<file path="src/rtl/dbg_cmp_pkg.sv">
package dbg_cmp_pkg;

  // Channel control word, bit 0 = en ... bit 6 = fetch
  typedef struct packed {
    logic fetch;    // bit 6: opcode-fetch mode, even-aligned compare
    logic den;      // bit 5: data qualification
    logic byte_sz;  // bit 4: 1 = byte only, 0 = word only (with sze)
    logic sze;      // bit 3: size qualification
    logic rd;       // bit 2: wanted direction, 1 = read
    logic rwe;      // bit 1: direction qualification
    logic en;       // bit 0: channel enable
  } ctrl_t;

  localparam int CTRL_W = $bits(ctrl_t);

  localparam logic [1:0] FLD_CTRL = 2'd0;
  localparam logic [1:0] FLD_ADDR = 2'd1;
  localparam logic [1:0] FLD_DATA = 2'd2;

endpackage

</file>
<file path="src/rtl/dbg_cmp_regs.sv">
module dbg_cmp_regs
  import dbg_cmp_pkg::*;
#(
  parameter int NCH = 3,
  parameter int AW  = 16,
  parameter int DW  = 16,
  parameter int SW  = 2,
  parameter int WW  = 16
) (
  input  logic          clk,
  input  logic          rst_n,
  input  logic          we,
  input  logic [SW-1:0] sel,
  input  logic [1:0]    field,
  input  logic [WW-1:0] wdata,
  output ctrl_t         ctrl_o [NCH],
  output logic [AW-1:0] addr_o [NCH],
  output logic [DW-1:0] data_o [NCH]
);

  for (genvar i = 0; i < NCH; i++) begin : g_ch
    logic hit_sel;
    assign hit_sel = we && (sel == SW'(i));

    always_ff @(posedge clk or negedge rst_n) begin
      if (!rst_n) begin
        ctrl_o[i] <= '0;
        addr_o[i] <= '0;
        data_o[i] <= '0;
      end else if (hit_sel) begin
        case (field)
          FLD_CTRL: ctrl_o[i] <= ctrl_t'(wdata[CTRL_W-1:0]);
          FLD_ADDR: addr_o[i] <= wdata[AW-1:0];
          FLD_DATA: data_o[i] <= wdata[DW-1:0];
          default:  ;
        endcase
      end
    end
  end

endmodule

</file>
<file path="src/rtl/dbg_cmp_chan.sv">
module dbg_cmp_chan
  import dbg_cmp_pkg::*;
#(
  parameter int AW       = 16,
  parameter int DW       = 16,
  parameter bit HAS_SIZE = 1'b0,
  parameter bit HAS_DATA = 1'b0
) (
  input  logic          clk,
  input  logic          rst_n,
  input  ctrl_t         ctrl,
  input  logic [AW-1:0] caddr,
  input  logic [DW-1:0] cdata,
  input  logic          bus_valid,
  input  logic [AW-1:0] bus_addr,
  input  logic          bus_rd,
  input  logic          bus_word,
  input  logic          bus_fetch,
  input  logic          bus_dvalid,
  input  logic [DW-1:0] bus_data,
  output logic          match_q
);

  localparam logic [DW-1:0] BYTE_MASK = {{(DW-8){1'b0}}, 8'hFF};

  logic dir_ok, size_ok, data_ok, fetch_hit, access_hit, hit;

  assign dir_ok = !ctrl.rwe || (bus_rd == ctrl.rd);

  if (HAS_SIZE) begin : g_size
    assign size_ok = !ctrl.sze || (bus_word != ctrl.byte_sz);
  end else begin : g_nosize
    assign size_ok = 1'b1;
  end

  if (HAS_DATA) begin : g_data
    logic [DW-1:0] lane_mask;
    assign lane_mask = bus_word ? {DW{1'b1}} : BYTE_MASK;
    assign data_ok = !ctrl.den ||
                     (bus_dvalid && (((bus_data ^ cdata) & lane_mask) == '0));
  end else begin : g_nodata
    assign data_ok = 1'b1;
  end

  assign fetch_hit  = bus_fetch && ({bus_addr[AW-1:1], 1'b0} == caddr);
  assign access_hit = !bus_fetch && (bus_addr == caddr) &&
                      dir_ok && size_ok && data_ok;

  always_comb begin
    if (ctrl.fetch) hit = fetch_hit;
    else            hit = access_hit;
  end

  always_ff @(posedge clk or negedge rst_n) begin
    if (!rst_n) match_q <= 1'b0;
    else        match_q <= bus_valid && ctrl.en && hit;
  end

endmodule

</file>
<file path="src/rtl/dbg_cmp_bank.sv">
module dbg_cmp_bank
  import dbg_cmp_pkg::*;
#(
  parameter int             NCH       = 3,
  parameter int             AW        = 16,
  parameter int             DW        = 16,
  parameter logic [NCH-1:0] SIZE_CAPS = 3'b011,
  parameter logic [NCH-1:0] DATA_CAPS = 3'b001,
  localparam int            SW        = (NCH > 1) ? $clog2(NCH) : 1,
  localparam int            WA        = (AW > DW) ? AW : DW,
  localparam int            WW        = (WA > CTRL_W) ? WA : CTRL_W
) (
  input  logic           clk,
  input  logic           rst_n,
  input  logic           cfg_we,
  input  logic [SW-1:0]  cfg_sel,
  input  logic [1:0]     cfg_field,
  input  logic [WW-1:0]  cfg_wdata,
  input  logic           bus_valid,
  input  logic [AW-1:0]  bus_addr,
  input  logic           bus_rd,
  input  logic           bus_word,
  input  logic           bus_fetch,
  input  logic           bus_dvalid,
  input  logic [DW-1:0]  bus_data,
  output logic [NCH-1:0] match
);

  ctrl_t         ctrl_arr [NCH];
  logic [AW-1:0] addr_arr [NCH];
  logic [DW-1:0] data_arr [NCH];

  dbg_cmp_regs #(
    .NCH(NCH), .AW(AW), .DW(DW), .SW(SW), .WW(WW)
  ) u_regs (
    .clk   (clk),
    .rst_n (rst_n),
    .we    (cfg_we),
    .sel   (cfg_sel),
    .field (cfg_field),
    .wdata (cfg_wdata),
    .ctrl_o(ctrl_arr),
    .addr_o(addr_arr),
    .data_o(data_arr)
  );

  for (genvar i = 0; i < NCH; i++) begin : g_chan
    dbg_cmp_chan #(
      .AW(AW), .DW(DW),
      .HAS_SIZE(SIZE_CAPS[i]),
      .HAS_DATA(DATA_CAPS[i])
    ) u_chan (
      .clk       (clk),
      .rst_n     (rst_n),
      .ctrl      (ctrl_arr[i]),
      .caddr     (addr_arr[i]),
      .cdata     (data_arr[i]),
      .bus_valid (bus_valid),
      .bus_addr  (bus_addr),
      .bus_rd    (bus_rd),
      .bus_word  (bus_word),
      .bus_fetch (bus_fetch),
      .bus_dvalid(bus_dvalid),
      .bus_data  (bus_data),
      .match_q   (match[i])
    );
  end

  // Observation points for the bound checker
  logic [NCH-1:0] en_vec;
  ctrl_t          ctl_b, ctl_c;
  logic [AW-1:0]  adr_b;

  for (genvar i = 0; i < NCH; i++) begin : g_en
    assign en_vec[i] = ctrl_arr[i].en;
  end
  assign ctl_b = ctrl_arr[1];
  assign ctl_c = ctrl_arr[2];
  assign adr_b = addr_arr[1];

endmodule

</file>
<file path="config.mk">
export PLATFORM = sky130hd
export DESIGN_NAME = dbg_cmp_bank
export DESIGN_NICKNAME = d
export VERILOG_FILES = /design/src/rtl/dbg_cmp_pkg.sv /design/src/rtl/dbg_cmp_regs.sv /design/src/rtl/dbg_cmp_chan.sv /design/src/rtl/dbg_cmp_bank.sv
export SDC_FILE = /design/constraint.sdc
export NUM_CORES = 1
export LEC_CHECK = 0
export ABC_AREA = 1
export BUFFER_PORTS_ARGS = -buffer_cell sky130_fd_sc_hd__buf_2
export CORE_UTILIZATION = 59
export DETAILED_ROUTE_END_ITERATION = 6
export HOLD_SLACK_MARGIN = 0.06
export PLACE_DENSITY = 0.8
export SYNTH_ARGS = -nofsm -noshare
export SYNTH_HDL_FRONTEND = slang
export SYNTH_HIERARCHICAL = 1
export SYNTH_SLANG_ARGS = --single-unit
</file>
<file path="constraint.sdc">
create_clock -name clk -period 1.6 [get_ports clk]
set_clock_uncertainty 0.05 [all_clocks]
set_input_delay 0.32 -clock clk [delete_from_list [all_inputs] [get_ports clk]]
set_output_delay 0.32 -clock clk [all_outputs]
set_load 0.03 [all_outputs]
</file>
**Word-level counts from Yosys, hierarchy flattened**

Index checks and enable logic that the tools add are counted.

- Equality and inequality tests: 15
- Muxes and demuxes: 4
- Bitwise gates (word level): 2
- Reductions and logical operators: 45

Operators with widths:

| cell | count |
|---|---|
| $eq 16x16->1 | 6 |
| $logic_and 1x1->1 | 22 |
| $and 16x16->16 | 1 |
| $logic_not 16->1 | 1 |
| $mux 16 | 1 |
| $xor 16x16->16 | 1 |
| $reduce_and 2->1 | 7 |
| $logic_not 1->1 | 7 |
| $logic_or 1x1->1 | 6 |
| $eq 2x1->1 const B | 2 |
| $eq 2x2->1 const B | 2 |
| $logic_not 2->1 | 2 |
| $eq 1x1->1 | 3 |
| $mux 1 | 3 |
| $ne 1x1->1 | 2 |

- Bits in registers: 84
- Output and inout port bits: 3
- Logic and storage cells: 90

**Depth between registers and ports, before layout**

- Depth in word-level cells: 8
- Depth in mapped cells: 11
- Mapped depth without buffers: 11

**Cells and area by module**

Netlist, hierarchy kept.

Modules (own cells, without submodules):

| module | times used | cells an instance | area an instance (sq um) |
|---|---|---|---|
| dbg_cmp_regs | 1 | 563 | 5,003.5 |
| dbg_cmp_chan at g_chan[0].u_chan | 1 | 145 | 665.6 |
| dbg_cmp_chan at g_chan[2].u_chan | 1 | 92 | 406.6 |
| dbg_cmp_chan at g_chan[1].u_chan | 1 | 90 | 399.1 |

**Worst setup path before layout**

OpenSTA, ideal clock, no wires.

- Path type: input port to flip-flop
- Start point: input port cfg_we
- End point: register u_regs/ctrl_o[10] (netlist name)
- Library setup time: 0.117 ns
- Arrival: 1.093 ns
- Required time: 1.433 ns
- Setup slack: 0.340 ns
- Stages on the path: 7
- Path buffers: 2
- Path through: buf_4 > nand2_1 > nor2_4 > buf_2 > nand2_2 > nand2_1 > nand2_1

- Word-level cells in the longest chain between the ends: 2

RTL lines:

| what | line | source |
|---|---|---|
| from (decl) | dbg_cmp_bank.sv:15 | `input logic cfg_we,` |
| $logic_and 1x1->1 | dbg_cmp_regs.sv:23 | `assign hit_sel = we && (sel == SW'(i));` |
| $reduce_and 2->1 (no source line) | n/a |  |
| to (signal, indexed assignment) | dbg_cmp_regs.sv:32 | `FLD_CTRL: ctrl_o[i] <= ctrl_t'(wdata[CTRL_W-1:0]);` |
| to (decl) | dbg_cmp_regs.sv:16 | `output ctrl_t ctrl_o [NCH],` |

Every way passes these cells.
A chain may end at the register's enable or synchronous reset.

**Worst setup path in the final report**

- Start point: register u_regs/addr_o[39] (netlist name)
- End point: register g_chan[0].u_chan.match_q

- Word-level cells in the longest chain between the ends: 7
- Elaborated cells on any way between the ends: 9

RTL lines:

| what | line | source |
|---|---|---|
| from (decl) | dbg_cmp_regs.sv:17 | `output logic [AW-1:0] addr_o [NCH],` |
| from (signal, indexed assignment) | dbg_cmp_regs.sv:33 | `FLD_ADDR: addr_o[i] <= wdata[AW-1:0];` |
| $eq 16x16->1 | dbg_cmp_chan.sv:46 | `assign access_hit = !bus_fetch && (bus_addr == caddr) &&` |
| $logic_and 1x1->1 (2 in a row) | dbg_cmp_chan.sv:46 |  |
| $logic_and 1x1->1 (2 in a row) | dbg_cmp_chan.sv:47 | `dir_ok && size_ok && data_ok;` |
| $mux 1 * | dbg_cmp_chan.sv:50 | `if (ctrl.fetch) hit = fetch_hit;` |
| $logic_and 1x1->1 * | dbg_cmp_chan.sv:56 | `else match_q <= bus_valid && ctrl.en && hit;` |
| to (signal assigned) | dbg_cmp_chan.sv:56 |  |
| to (decl) | dbg_cmp_chan.sv:21 | `output logic match_q` |

Mark *: on every way between the ends. The rest lies on a longest branch, timed or not.

==> results by group <==
Status
  – Outcome: finished clean

STA
  – Max-slew violation count: 0
  – Period Utilization, post-route: 80.8%
  – Final Hold Viols: 0
  – Endpoints failing setup: 0
  – Slew HR: 70.2%
  – Max Clk Rate: 773 MHz
  – Crit path time final: 1290 ps
  – Worst Tran Pin Value: 447 ps
  – Hold Slack: 168 ps
  – RSZ-0062 raised after global routing: no
  – Setup TNS: 0 ps

Route
  – Residual DRC count: 0
  – Detail Route Antenna Nets: 0
  – Vias: 4733
  – WL/cell: 14.3 um
  – DR iter-0 viols: 366
  – Total wire length after detailed routing: 12.7 mm
  – Via/cell ratio: 5.35
  – DRT Pass-1 Iters: 6

Critical path
  – CP Class: register to register
  – CP Capture Type: register
  – Setup crit start kind: register
  – R2r startpoint: u_regs/addr_o[39]$_DFFE_PN0P_
  – R2r setup slk: 310 ps
  – Worst Reg-to-Reg Cells: 6
  – Reg2reg end: g_chan[0].u_chan/match_q$_DFF_PN0_
  – Arr. time, crit path: 1530 ps
  – Critical Path Sink: g_chan[0].u_chan/match_q$_DFF_PN0_
  – Setup crit start: u_regs/addr_o[39]$_DFFE_PN0P_
  – Crit Path Max Fanout: 2
  – WP data required: 1840 ps

Global routing
  – Grt total ovfl: 0
  – GRT Util Overall: 31.7%
  – Largest net degree at the start of global routing: 85
  – First-pass GRT wire length: 21.2 mm
  – Initial antenna violation count: 0
  – Vias in the first global route: 4604

Final layout
  – Antenna Cells: 0
  – P&R area growth vs syn: 12.7%
  – Post-layout util: 68.5%
  – Layout cell share with drive strength beyond 1: 14.7%
  – Final #Nets: 835

Power
  – Clk network pwr share: 26.4%
  – Leakage: 0.00319 uW
  – Combinational power share: 24.7%
  – Flop pwr share: 48.9%
  – Psw: 1960 uW
  – Max VDD drop: 0.585 mV
  – Power per Cell Area: 1050 nW/um2
  – Switch share: 33.1%
  – Int Power: 3950 uW

Clock tree
  – Clock transition at path regs: 90 ps
  – CTS tree: built
  – CTS Buf Count: 9
  – Clk_lat worst skew: 360 ps
  – Clock sinks: 84
  – Clock root cell: clkbuf_8
  – Clock tree buffer depth: 2
  – Cts repair resizes: 0
  – H-tree levels: 3

Floorplan
  – Die height: 93.8 um
  – Die Wd: 93.8 um
  – IO Count: 63
  – Initial Util: 60.8%
  – # rows: 33
  – Core ar.: 8180 um2
  – Die ar.: 8790 um2

Yosys
  – Synth Instances: 721
  – Post-Syn Area: 4970 um2
  – Ys Warns: 6
  – Synth Net Count: 781
  – Avg Cell Area, Syn: 6.89 um2

Job
  – Number of max-cap violations: 0

Place
  – Buffers on Ports: 62
  – Placer Congestion: 0.885
  – DP HPWL: 9.17 mm

Min path
  – Hold depth: 3
  – Worst hold path class: primary input to register
## through the flow
| step | setup WS, ps | total power [uW] | cell area, um2 | cells |
|---|---|---|---|---|
| floorplan | 345 | 3870 | 4970 | 721 |
| global route | 189 | 6290 | 5600 | 885 |
| global placement | 125 | 4270 | 5390 | 868 |
| CTS | 303 | 5900 | 5600 | 885 |
| detailed placement | 73.8 | 4360 | 5390 | 868 |
| finish | 307 | 5900 | 5600 | 885 |
## cell usage in the layout, fill, tap and decap left out, drive strengths merged
master and count:
a21oi 5, buf 76, bufinv 1, clkbuf 13
clkinv 3, clkinvlp 2, dfrtp 84, dlygate4sd3 1
inv 107, nand2 307, nand3 39, nand4 45
nor2 50, nor3b 1, o211ai 1, o21ai 6
o21bai 17, o22ai 1, or2 1, xnor2 11
xor2 9
## state kept, by name (all words and copies together) (netlist names)
name                   count
g_chan.u_chan/match_q      3
u_regs/addr_o             48
u_regs/ctrl_o             17
u_regs/data_o             16
## area by class of cell
class	instances	area (um2)
Sequential cell	84	2100
Tap cell	105	131
Timing Repair Buffer	77	453
Clock inverter	3	45.0
Multi-Input combinational cell	493	2300
Clock buffer	13	159
Inverter	110	413
Fill cell	697	2570
## what timing repair did
| item | CTS | global route |
|---|---|---|
| endpoints found under the hold margin | 84 | 0 |
| hold buffers | 1 | 0 |
| setup buffers | 0 | 0 |
## per-layer routing
layer / vias up / routed length [um] / global-route usage, % / share of wire, %
li1: 2306 / - / - / -
met4: 0 / 349 / 13.5 / 2.8
met5: - / 0 / 0 / 0
met1: 2209 / 5290 / 39.8 / 42
met2: 180 / 6200 / 53.3 / 49
met3: 38 / 821 / 5.91 / 6.5
## worst max-delay path, cell delays in order (launching register included)
cell,delay [ps]
dfrtp_1,410
xor2_1,170
nor2_1,180
nand4_1,130
nor2_1,110
nand2_1,70
a21oi_2,100
## power by group through the flow
| stage | clock [uW] | sequential (uW) | combinational (uW) |
|---|---|---|---|
| CTS | 1570 | 2880 | 1450 |
| detailed placement | 0 | 2920 | 1440 |
| global route | 1660 | 2940 | 1690 |
| global placement | 0 | 2900 | 1370 |
| finish | 1560 | 2890 | 1460 |
| floorplan | 0 | 2830 | 1040 |
## how the worst min path moves through the flow
stage | to | from | slack [ps]
detailed placement | u_regs/data_o[42]$_DFFE_PN0P_ | rst_n | 340
global route | u_regs/addr_o[12]$_DFFE_PN0P_ | cfg_wdata[12] | 180
floorplan | g_chan[0].u_chan/match_q$_DFF_PN0_ | rst_n | -30
global placement | u_regs/addr_o[26]$_DFFE_PN0P_ | rst_n | 340
CTS | u_regs/addr_o[12]$_DFFE_PN0P_ | cfg_wdata[12] | 160
finish | u_regs/addr_o[12]$_DFFE_PN0P_ | cfg_wdata[12] | 170
No activity file was read; power rests on OpenSTA's default activity.
